===== src/rtl/mdio_master_pkg.sv =====
`timescale 1ns/1ps
package mdio_master_pkg;

  // Strobes from the sequencer to the shift datapath
  typedef struct packed {
    logic load;      // capture request fields into the shift register
    logic shift;     // advance command shift register by one bit
    logic sample;    // capture one returned bit
    logic commit;    // publish collected read value
    logic drivePre;  // drive constant one (lead-in)
    logic driveEn;   // master owns the data line
  } mdioStrobe_t;

  typedef enum logic [2:0] {
    ST_IDLE,
    ST_PRE,
    ST_CMD,
    ST_RDPH,
    ST_WRTAIL
  } mdioState_t;

endpackage


===== src/rtl/mdio_master_ctrl.sv =====
`timescale 1ns/1ps
module mdio_master_ctrl
  import mdio_master_pkg::*;
#(
  parameter int HALF_CYC    = 10,
  parameter int PRE_BITS    = 32,
  parameter int RD_CMD_BITS = 16,
  parameter int WR_BITS     = 32,
  parameter int RD_BITS     = 19,
  parameter int TAIL_BITS   = 2
) (
  input  logic        clk,
  input  logic        rst_n,
  input  logic        reqValid,
  input  logic        reqWrite,
  input  logic        reqPreamble,
  output logic        busy,
  output logic        done,
  output logic        mdc,
  output mdioStrobe_t strb
);

  localparam int HW    = $clog2(HALF_CYC + 1);
  localparam int CNT_W = $clog2(PRE_BITS + WR_BITS + RD_BITS + 1);

  mdioState_t       state;
  logic [HW-1:0]    halfCnt;
  logic [CNT_W-1:0] bitCnt;
  logic             isWrite;
  logic             mdcQ;
  logic             doneQ;

  logic halfEnd, bitEnd, lastBit, accept;

  assign busy    = (state != ST_IDLE);
  assign accept  = reqValid && (state == ST_IDLE);
  assign halfEnd = busy && (halfCnt == HW'(HALF_CYC - 1));
  assign bitEnd  = halfEnd && mdcQ;
  assign lastBit = (bitCnt == '0);
  assign mdc     = mdcQ;
  assign done    = doneQ;

  always_ff @(posedge clk) begin
    if (!rst_n) begin
      state   <= ST_IDLE;
      halfCnt <= '0;
      bitCnt  <= '0;
      isWrite <= 1'b0;
      mdcQ    <= 1'b0;
      doneQ   <= 1'b0;
    end else begin
      doneQ <= 1'b0;
      if (accept) begin
        isWrite <= reqWrite;
        halfCnt <= '0;
        mdcQ    <= 1'b0;
        if (reqPreamble) begin
          state  <= ST_PRE;
          bitCnt <= CNT_W'(PRE_BITS - 1);
        end else begin
          state  <= ST_CMD;
          bitCnt <= reqWrite ? CNT_W'(WR_BITS - 1) : CNT_W'(RD_CMD_BITS - 1);
        end
      end else if (busy) begin
        halfCnt <= halfEnd ? '0 : halfCnt + 1'b1;
        if (halfEnd) mdcQ <= ~mdcQ;
        if (bitEnd) begin
          if (!lastBit) begin
            bitCnt <= bitCnt - 1'b1;
          end else begin
            unique case (state)
              ST_PRE: begin
                state  <= ST_CMD;
                bitCnt <= isWrite ? CNT_W'(WR_BITS - 1) : CNT_W'(RD_CMD_BITS - 1);
              end
              ST_CMD: begin
                state  <= isWrite ? ST_WRTAIL : ST_RDPH;
                bitCnt <= isWrite ? CNT_W'(TAIL_BITS - 1) : CNT_W'(RD_BITS - 1);
              end
              default: begin
                state <= ST_IDLE;
                doneQ <= 1'b1;
              end
            endcase
          end
        end
      end
    end
  end

  always_comb begin
    strb          = '0;
    strb.load     = accept;
    strb.shift    = bitEnd && (state == ST_CMD);
    strb.sample   = halfEnd && !mdcQ && (state == ST_RDPH);
    strb.commit   = bitEnd && lastBit && (state == ST_RDPH);
    strb.drivePre = (state == ST_PRE);
    strb.driveEn  = (state == ST_PRE) || (state == ST_CMD);
  end

  // Checker state: cycles since the clock line last changed level
  logic          mdcPrev;
  logic [HW-1:0] sinceEdge;
  always_ff @(posedge clk) begin
    if (!rst_n) begin
      mdcPrev   <= 1'b0;
      sinceEdge <= HW'(HALF_CYC);
    end else begin
      mdcPrev <= mdcQ;
      if (mdcQ != mdcPrev)                 sinceEdge <= '0;
      else if (sinceEdge != HW'(HALF_CYC)) sinceEdge <= sinceEdge + 1'b1;
    end
  end

  AST_HALF_PERIOD_MIN: assert property (@(posedge clk) disable iff (!rst_n)
    (mdcQ != mdcPrev) |-> (sinceEdge >= HW'(HALF_CYC - 1)));
  AST_MDC_IDLE_LOW: assert property (@(posedge clk) disable iff (!rst_n)
    !busy |-> !mdcQ);
  AST_DONE_SINGLE: assert property (@(posedge clk) disable iff (!rst_n)
    done |=> !done);
  AST_DONE_ENDS_BUSY: assert property (@(posedge clk) disable iff (!rst_n)
    done |-> (!busy && $past(busy)));
  AST_BUSY_HOLDS: assert property (@(posedge clk) disable iff (!rst_n)
    (busy && !bitEnd) |=> busy);

endmodule


===== src/rtl/mdio_master_dp.sv =====
`timescale 1ns/1ps
module mdio_master_dp
  import mdio_master_pkg::*;
#(
  parameter int PHY_W   = 5,
  parameter int REG_W   = 5,
  parameter int DATA_W  = 16,
  parameter int FRAME_W = 6 + PHY_W + REG_W + DATA_W,
  parameter int RD_BITS = DATA_W + 3
) (
  input  logic              clk,
  input  logic              rst_n,
  input  mdioStrobe_t       strb,
  input  logic              reqWrite,
  input  logic [PHY_W-1:0]  phyAddr,
  input  logic [REG_W-1:0]  regAddr,
  input  logic [DATA_W-1:0] wrData,
  input  logic              mdiIn,
  output logic              mdoOut,
  output logic              mdoEn,
  output logic [DATA_W-1:0] rdData
);

  logic [FRAME_W-1:0] shreg;
  logic [RD_BITS-1:0] cap;
  logic [FRAME_W-1:0] loadVal;

  // Read: two extra ones, start 01, opcode 10, addresses; write: start 01, opcode 01, addresses, turnaround 10, data
  always_comb begin
    if (reqWrite) loadVal = {4'b0101, phyAddr, regAddr, 2'b10, wrData};
    else          loadVal = {6'b110110, phyAddr, regAddr, {DATA_W{1'b0}}};
  end

  always_ff @(posedge clk) begin
    if (!rst_n) begin
      shreg  <= '0;
      cap    <= '0;
      rdData <= '0;
    end else begin
      if (strb.load) begin
        shreg <= loadVal;
        cap   <= '0;
      end else begin
        if (strb.shift)  shreg <= {shreg[FRAME_W-2:0], 1'b0};
        if (strb.sample) cap   <= {cap[RD_BITS-2:0], mdiIn};
      end
      if (strb.commit) rdData <= cap[DATA_W:1];
    end
  end

  assign mdoEn  = strb.driveEn;
  assign mdoOut = strb.driveEn && (strb.drivePre || shreg[FRAME_W-1]);

  AST_RDATA_HOLD: assert property (@(posedge clk) disable iff (!rst_n)
    !strb.commit |=> $stable(rdData));
  AST_NO_SHIFT_WHILE_RELEASED: assert property (@(posedge clk) disable iff (!rst_n)
    strb.sample |-> !strb.driveEn);

endmodule


===== src/rtl/mdio_frame_master.sv =====
`timescale 1ns/1ps
module mdio_frame_master
  import mdio_master_pkg::*;
#(
  parameter int HALF_CYC = 10,
  parameter int PRE_BITS = 32,
  parameter int PHY_W    = 5,
  parameter int REG_W    = 5,
  parameter int DATA_W   = 16
) (
  input  logic              clk,
  input  logic              rst_n,
  input  logic              reqValid,
  input  logic              reqWrite,
  input  logic              reqPreamble,
  input  logic [PHY_W-1:0]  phyAddr,
  input  logic [REG_W-1:0]  regAddr,
  input  logic [DATA_W-1:0] wrData,
  output logic              busy,
  output logic              done,
  output logic [DATA_W-1:0] rdData,
  output logic              mdc,
  output logic              mdoOut,
  output logic              mdoEn,
  input  logic              mdiIn
);

  localparam int RD_CMD_BITS = 6 + PHY_W + REG_W;
  localparam int WR_BITS     = RD_CMD_BITS + DATA_W;
  localparam int RD_BITS     = DATA_W + 3;
  localparam int TAIL_BITS   = 2;

  mdioStrobe_t strb;

  mdio_master_ctrl #(
    .HALF_CYC(HALF_CYC), .PRE_BITS(PRE_BITS), .RD_CMD_BITS(RD_CMD_BITS),
    .WR_BITS(WR_BITS), .RD_BITS(RD_BITS), .TAIL_BITS(TAIL_BITS)
  ) u_ctrl (
    .clk(clk), .rst_n(rst_n), .reqValid(reqValid), .reqWrite(reqWrite),
    .reqPreamble(reqPreamble), .busy(busy), .done(done), .mdc(mdc), .strb(strb)
  );

  mdio_master_dp #(
    .PHY_W(PHY_W), .REG_W(REG_W), .DATA_W(DATA_W),
    .FRAME_W(WR_BITS), .RD_BITS(RD_BITS)
  ) u_dp (
    .clk(clk), .rst_n(rst_n), .strb(strb), .reqWrite(reqWrite),
    .phyAddr(phyAddr), .regAddr(regAddr), .wrData(wrData), .mdiIn(mdiIn),
    .mdoOut(mdoOut), .mdoEn(mdoEn), .rdData(rdData)
  );

  AST_SETUP_BEFORE_RISE: assert property (@(posedge clk) disable iff (!rst_n)
    $rose(mdc) |-> ($stable(mdoOut) && $stable(mdoEn)));
  AST_DRIVE_IN_FRAME: assert property (@(posedge clk) disable iff (!rst_n)
    mdoEn |-> busy);

endmodule


===== config.mk =====
export PLATFORM = sky130hd
export DESIGN_NAME = mdio_frame_master
export DESIGN_NICKNAME = d
export VERILOG_FILES = /design/src/rtl/mdio_master_pkg.sv /design/src/rtl/mdio_master_ctrl.sv /design/src/rtl/mdio_master_dp.sv /design/src/rtl/mdio_frame_master.sv
export SDC_FILE = /design/constraint.sdc
export NUM_CORES = 1
export LEC_CHECK = 0
export BUFFER_PORTS_ARGS = -buffer_cell sky130_fd_sc_hd__buf_2
export CAP_MARGIN = 20
export CORE_UTILIZATION = 51
export CTS_CLUSTER_DIAMETER = 30
export CTS_CLUSTER_SIZE = 16
export DETAILED_ROUTE_END_ITERATION = 7
export PLACE_DENSITY = 0.82
export SETUP_SLACK_MARGIN = 0.15
export SLEW_MARGIN = 20
export SYNTH_ARGS = -nofsm -noshare
export SYNTH_HDL_FRONTEND = slang
export SYNTH_SLANG_ARGS = --single-unit

===== constraint.sdc =====
create_clock -name clk -period 2 [get_ports clk]
set_input_delay 0 -clock clk [delete_from_list [all_inputs] [get_ports clk]]
set_output_delay 0 -clock clk [all_outputs]
set_load 0.005 [all_outputs]

=== Yosys cells after proc, flatten, opt, wreduce, memory -nomap -nowiden ===
Cells that the tools add are included.

* Div/mod/pow operators: 0
* Add/subtract/negate cells: 2
* Multiplexer cells: 21
* Shift-type cells: 0
* Bitwise operators: 5
* Order comparisons: 0
* $mul: 0
* Reduce and logical (&&, ||, !) cells: 25
* Equal/unequal tests: 5

{| class="wikitable"
|+ Operators by type and width
! kind !! count
|-
| 32-bit 2-to-1 mux || 3
|-
| 7-bit 2-to-1 mux || 5
|-
| 3-bit 2-to-1 mux || 5
|-
| 5-bit 2-to-1 mux || 3
|-
| 7-bit case mux with 2 select lines || 1
|-
| 1-bit logical AND || 9
|-
| 2-bit nonzero test || 4
|-
| 7-bit logical NOT || 1
|-
| 7-bit by 1-bit subtractor with 7-bit output (second input constant) || 1
|-
| 3-bit by 2-bit equality test with 1-bit output (second input constant) || 2
|-
| 3-bit case mux with 2 select lines || 1
|-
| 3-bit AND reduction || 2
|-
| 1-bit NOT || 5
|-
| 5-bit OR reduction || 1
|-
| 4-bit by 1-bit adder with 4-bit output (second input constant) || 1
|-
| 4-bit equality test (second input constant) || 1
|-
| 4-bit 2-to-1 mux || 1
|-
| 4-bit by 3-bit inequality test with 1-bit output (second input constant) || 1
|-
| 2-bit OR reduction || 2
|-
| 3-bit by 1-bit equality test with 1-bit output (second input constant) || 1
|-
| 3-bit logical NOT || 1
|-
| 3-bit nonzero test || 1
|-
| 1-bit logical OR || 2
|-
| 2-bit 2-to-1 mux || 1
|-
| other kinds (3) || 3
|}

* Bits in read-only memories: 0
* Bits in latches: 0
* RAM bits: 0
* Memories: 0
* Register bits after elaboration: 82

=== Logic depth before layout (Yosys ltp) ===
* Depth after elaboration: 6
* Mapped depth: 8

=== Modules after synthesis ===
From an unflattened synthesis, not the netlist that was laid out.

* Cells, all modules: 407
* Area, all modules: 3922.5 um2

{| class="wikitable"
|+ Modules (own cells, without submodules)
! module !! times used !! area each (um2) !! cells each
|-
| mdio_master_dp || 1 || 2806.4 || 268
|-
| mdio_master_ctrl || 1 || 1116.1 || 139
|}

=== Worst setup path before layout ===
Ideal clock, no wire load.

* Path kind: reg2reg
* From: reg u_ctrl.state[2]
* To: reg u_ctrl.bitCnt[4]
* Setup time: 0.095 ns
* Path buffers: 1
* Setup slack: 0.021 ns
* Data arrival time: 1.884 ns
* Cell stages (with the launch flop): 7
* Path through: dfxtp_1 -> buf_2 -> nor3b_1 -> ha_1 -> nor3b_1 -> a221o_1 -> a221oi_1

* Longest elaborated chain between the ends: 6
* Elaborated cells on any way between the ends: 16
* Classes of those cells: 3 x eq/ne; 5 x mux; 8 x reduce/logical

{| class="wikitable"
|+ Ends and longest elaborated chain
! what !! line !! source
|-
| start, declared || mdio_master_ctrl.sv:26 || <nowiki>mdioState_t state;</nowiki>
|-
| start signal, assigned || mdio_master_ctrl.sv:77 || <nowiki>state <= isWrite ? ST_WRTAIL : ST_RDPH;</nowiki>
|-
| 3-bit by 2-bit equality test with 1-bit output / 3-bit by 1-bit equality test with 1-bit output (equally long branches) || mdio_master_ctrl.sv:71 || <nowiki>unique case (state)</nowiki>
|-
| 7-bit case mux with 2 select lines || mdio_master_ctrl.sv:71 ||
|-
| 7-bit 2-to-1 mux || mdio_master_ctrl.sv:68 || <nowiki>if (!lastBit) begin</nowiki>
|-
| 7-bit 2-to-1 mux || mdio_master_ctrl.sv:67 || <nowiki>if (bitEnd) begin</nowiki>
|-
| 7-bit 2-to-1 mux || mdio_master_ctrl.sv:64 || <nowiki>end else if (busy) begin</nowiki>
|-
| 7-bit 2-to-1 mux || mdio_master_ctrl.sv:53 || <nowiki>if (accept) begin</nowiki>
|-
| end signal, assigned || mdio_master_ctrl.sv:59 || <nowiki>bitCnt <= CNT_W'(PRE_BITS - 1);</nowiki>
|-
| end signal, assigned || mdio_master_ctrl.sv:62 || <nowiki>bitCnt <= reqWrite ? CNT_W'(WR_BITS - 1) : CNT_W'(RD_CMD_BITS - 1);</nowiki>
|-
| end signal, assigned || mdio_master_ctrl.sv:69 || <nowiki>bitCnt <= bitCnt - 1'b1;</nowiki>
|-
| end, declared || mdio_master_ctrl.sv:28 || <nowiki>logic [CNT_W-1:0] bitCnt;</nowiki>
|}

Several ways; a longest one is shown, not always the timed one. The select of a mux whose other input is x is not followed.
A chain may end at the register's enable or synchronous reset.

=== Worst setup path after layout ===
* From: reg u_ctrl.bitCnt[1]
* To: reg u_ctrl.bitCnt[2]

* Longest elaborated chain between the ends: 5
* Elaborated cells on any way between the ends: 8
* Classes of those cells: 1 x add/sub; 1 x eq/ne; 4 x mux; 2 x reduce/logical

{| class="wikitable"
|+ Ends and longest elaborated chain
! what !! line
|-
| 7-bit by 1-bit subtractor with 7-bit output / 7-bit logical NOT (equally long branches) || mdio_master_ctrl.sv:69, mdio_master_ctrl.sv:39
|-
| 7-bit 2-to-1 mux || mdio_master_ctrl.sv:68
|-
| 7-bit 2-to-1 mux || mdio_master_ctrl.sv:67
|-
| 7-bit 2-to-1 mux || mdio_master_ctrl.sv:64
|-
| 7-bit 2-to-1 mux || mdio_master_ctrl.sv:53
|}

Several ways; a longest one is shown, not always the timed one. The select of a mux whose other input is x is not followed.

==> summary.md <==
| Metric | Value |
|---|---|
| Peak VDD IR | 0.000443 V |
| Post-layout minimum cycle time | 1.91 ns |
| Number of flops mapped to enable cells by yosys | 0 |
| Main synth FF type | sky130_fd_sc_hd__dfxtp_1 |
| Port Buffers | 52 |
| Boundary Pins | 53 |
| Status | complete, but fails checks |
| Flops & latches, synth | 82 |
| Actual slew at the worst max-slew pin | 0.563 ns |
| Placed inst area | 4190 um^2 |
| Commonest non-fill, non-tap cell in the layout | sky130_fd_sc_hd__nand2_1 |
| Max Fanout on Critical Path | 4 |
| Core Footprint | 7210 um^2 |
| PD cells | 738 nW/um^2 |
| Final-layout fill cell count | 579 |
| Worst hold-check path type | primary input to flip-flop |
| Width of the chip | 88.3 um |
| Worst slack after detailed placement | 0.0362 ns |
| Cell type with the largest total area after synthesis | sky130_fd_sc_hd__dfxtp_1 |
| Die area | 7790 um^2 |
| Chip height | 88.3 um |
| Crit path launch type | flip-flop |
| Via count of the first global-routing pass | 3557 |
| CTS H-Tree Depth | 3 |
| Slowest stage delay, CP | 0.52 ns |
| Number of setup violations in the final report | 0 |
| Standard cell with the maximum stage delay on the critical path | sky130_fd_sc_hd__or4b_4 |
| Detail-routed net length per standard cell | 15.6 um |
| CTS tree | done |
| Violated checks | DRC |
| Weighted congestion reported at the end of routability-driven placement | 0.877 |
| Synth Net Count | 504 |
| Synth cell types | 50 |
| Post-route clock period utilization | 95.5% |
| Root Buffer Master | sky130_fd_sc_hd__clkbuf_8 |
| Sum Neg Setup Slack | 0 ns |
| Share of the core filled with cells | 66.1% |
| Yosys top cell area share | 43.3% |
| Antenna violations before repair | 0 |
| Cts bufs inserted | 9 |
| Number of warnings reported in the yosys synthesis log | 0 |
| Later-pin clock latency in the skew report | 0.36 ns |
| Max-slew headroom at the worst pin | 62.5% |
| Crit path buffers/inverters | 1 |
| Via count of the routed design | 3871 |
| Crit path kind | flip-flop to flip-flop |
| Sink Count | 82 |
| Maximum root-to-sink buffer count | 2 |
| Leak | 0.00177 uW |
| Most frequent cells in the layout | 91 x sky130_fd_sc_hd__nand2_1, 76 x sky130_fd_sc_hd__dfxtp_1, 61 x sky130_fd_sc_hd__a21oi_1, 52 x sky130_fd_sc_hd__buf_2, 37 x sky130_fd_sc_hd__o21ai_0 |
| Required arrival time at the worst endpoint | 2.22 ns |
| Number of placement rows | 31 |
| Top cell family by delay on the critical path | simple AND/OR/NAND/NOR gates |
| Worst Setup Slack, final | 0.0894 ns |
| Sequential-to-total area share from yosys stat | 43.3% |
| Clock Skew | 0.0100 ns |
| Total DRC errors in the routed layout | 2 |
| Effective utilization at floorplan | 52.6% |
| Number of nets in the finished design | 582 |
| Final wirelength | 10100 um |
| Post-Syn Area | 3790 um^2 |
| Synthesis-to-layout area growth | 25.7% |
| Detailed placement HPWL | 5920 um |
| Proportion of synthesized flip-flops having asynchronous set or reset | 0% |
| Total count of max-transition violations in the final report | 0 |
| Share of post-route cells with drive strength above 1 | 26.1% |
| Top cells by area in the synthesized netlist | sky130_fd_sc_hd__dfxtp_1 43%, sky130_fd_sc_hd__nand2_1 9.3%, sky130_fd_sc_hd__a21oi_1 8.0% |
| RSZ-0062 raised after global routing | yes |
| Number of maximum-capacitance violations | 0 |
| Final global-route overflow total | 0 |
| Diode insertion count for antenna repair | 0 |
| Synthesized netlist cell count | 466 |
| Drt via density | 5.98 |
| Mean Syn Cell Area | 8.14 um^2 |
| Global-route wire length before repair | 16000 um |
| Final design instance area without fill | 4770 um^2 |
| Arrival time of the worst setup path | 2.13 ns |
| Number of routed nets with antenna violations | 0 |
| 1st-pass router iterations | 7 |
| CP cell instances | inv_2, ha_4, or4b_4, nor3_4, a211oi_1, a2111oi_2 |
| GRT Resource Usage Total | 26.2% |
| Initial drt markers | 419 |
| Reg clk slew, reported paths | 0.09 ns |
| Final Hold Fails | 0 |
| Largest net degree at the start of global routing | 37 |
| Highest clock rate | 0.523 GHz |
| Endpoint class of the critical path | flip-flop |
cell families after synthesis:
group                    synth area share [%]
flip-flops                               43.3
XOR/XNOR                                0.231
AND/OR/NAND/NOR                          21.1
buffers and inverters                    5.01
adder cells (fa/ha/maj)                  1.98
AO/OA/AOI/OAI                            25.8
multiplexers                             2.67
sequential cells by signal, indices dropped and copies added (netlist names):
| register | cells |
|---|---|
| u_dp.shreg | 32 |
| u_ctrl.isWrite | 1 |
| u_ctrl.done | 1 |
| u_ctrl.state | 3 |
| u_ctrl.halfCnt | 4 |
| u_ctrl.bitCnt | 7 |
| u_ctrl.mdc | 1 |
| u_dp.rdData | 16 |
| u_dp.cap | 17 |
layer usage:
layer | global-route usage [%] | up-vias | part of all wire [%]
met5 | 0 | - | 0
met4 | 13.2 | 0 | 3.4
met3 | 5.50 | 35 | 5.2
met2 | 43.7 | 155 | 49
met1 | 32.0 | 1840 | 43
li1 | - | 1841 | -
cells in the mapped netlist, drive strengths merged (2+ instances only):
| cell type | number |
|---|---|
| nand2 | 94 |
| dfxtp | 82 |
| a21oi | 61 |
| o21ai | 45 |
| clkbuf | 28 |
| nand3 | 23 |
| a311oi | 21 |
| a31oi | 12 |
| nor2 | 11 |
| buf | 9 |
| mux2 | 9 |
| nor3 | 9 |
| inv | 8 |
| ha | 6 |
| a211oi | 5 |
| nor3b | 4 |
| nor4 | 4 |
| a2111oi | 3 |
| and3 | 3 |
| nor4b | 3 |
| o211ai | 2 |
| o31ai | 2 |
| or3 | 2 |
final timing paths:
check / start / endpoint / slack [ns] / cells after the start
max: u_ctrl.bitCnt[1] / u_ctrl.bitCnt[2] / 0.09 / 6
min: wrData[2] / u_dp.shreg[2] / 0.01 / 3
max reg2reg: u_ctrl.bitCnt[1] / u_ctrl.bitCnt[2] / 0.09 / 6
min reg2reg: u_dp.shreg[29] / u_dp.shreg[29] / 0.46 / 2
timing repair:
item                                    4_1_cts  5_1_grt
hold buffers                                 18        0
hold endpoints to repair                     18        0
cloned                                        0        0
gates resized for setup                      10       20
setup buffers                                 5       11
endpoints found under the setup margin        9       24
pin swaps                                     3        4
cell type report:
cell class | instances | area [um^2] | area share [%]
well taps | 99 | 124 | 2.60
flip-flops and latches | 82 | 1650 | 34.6
clock buffers | 12 | 165 | 3.46
clock inverters | 3 | 23.8 | 0.499
inverters | 9 | 33.8 | 0.708
repair buffers | 104 | 737 | 15.5
multi-input cells | 338 | 2030 | 42.6
power breakdown:
part,leakage [uW],internal [uW],switching (uW)
clock network,0.0000907,548,595
registers,0.000671,1720,66.4
logic,0.00101,269,324
total,0.00177,2530,985
worst min-delay path: cells and delay by family:
kind	cells	cell delay, ns
buffers and inverters	1	0.10
AO/OA/AOI/OAI	2	0.22
metrics by stage:
stage | instances | hold WS [ns] | total power [uW]
after detailed placement | 598 | 0.261 | 2270
final | 647 | 0.0138 | 3520
after global routing | 647 | 0.0577 | 3660
after global placement | 598 | 0.258 | 2260
after floorplan | 466 | 0.136 | 2130
after CTS | 636 | 0.00297 | 3470
Power figures use the tool's default switching activity.
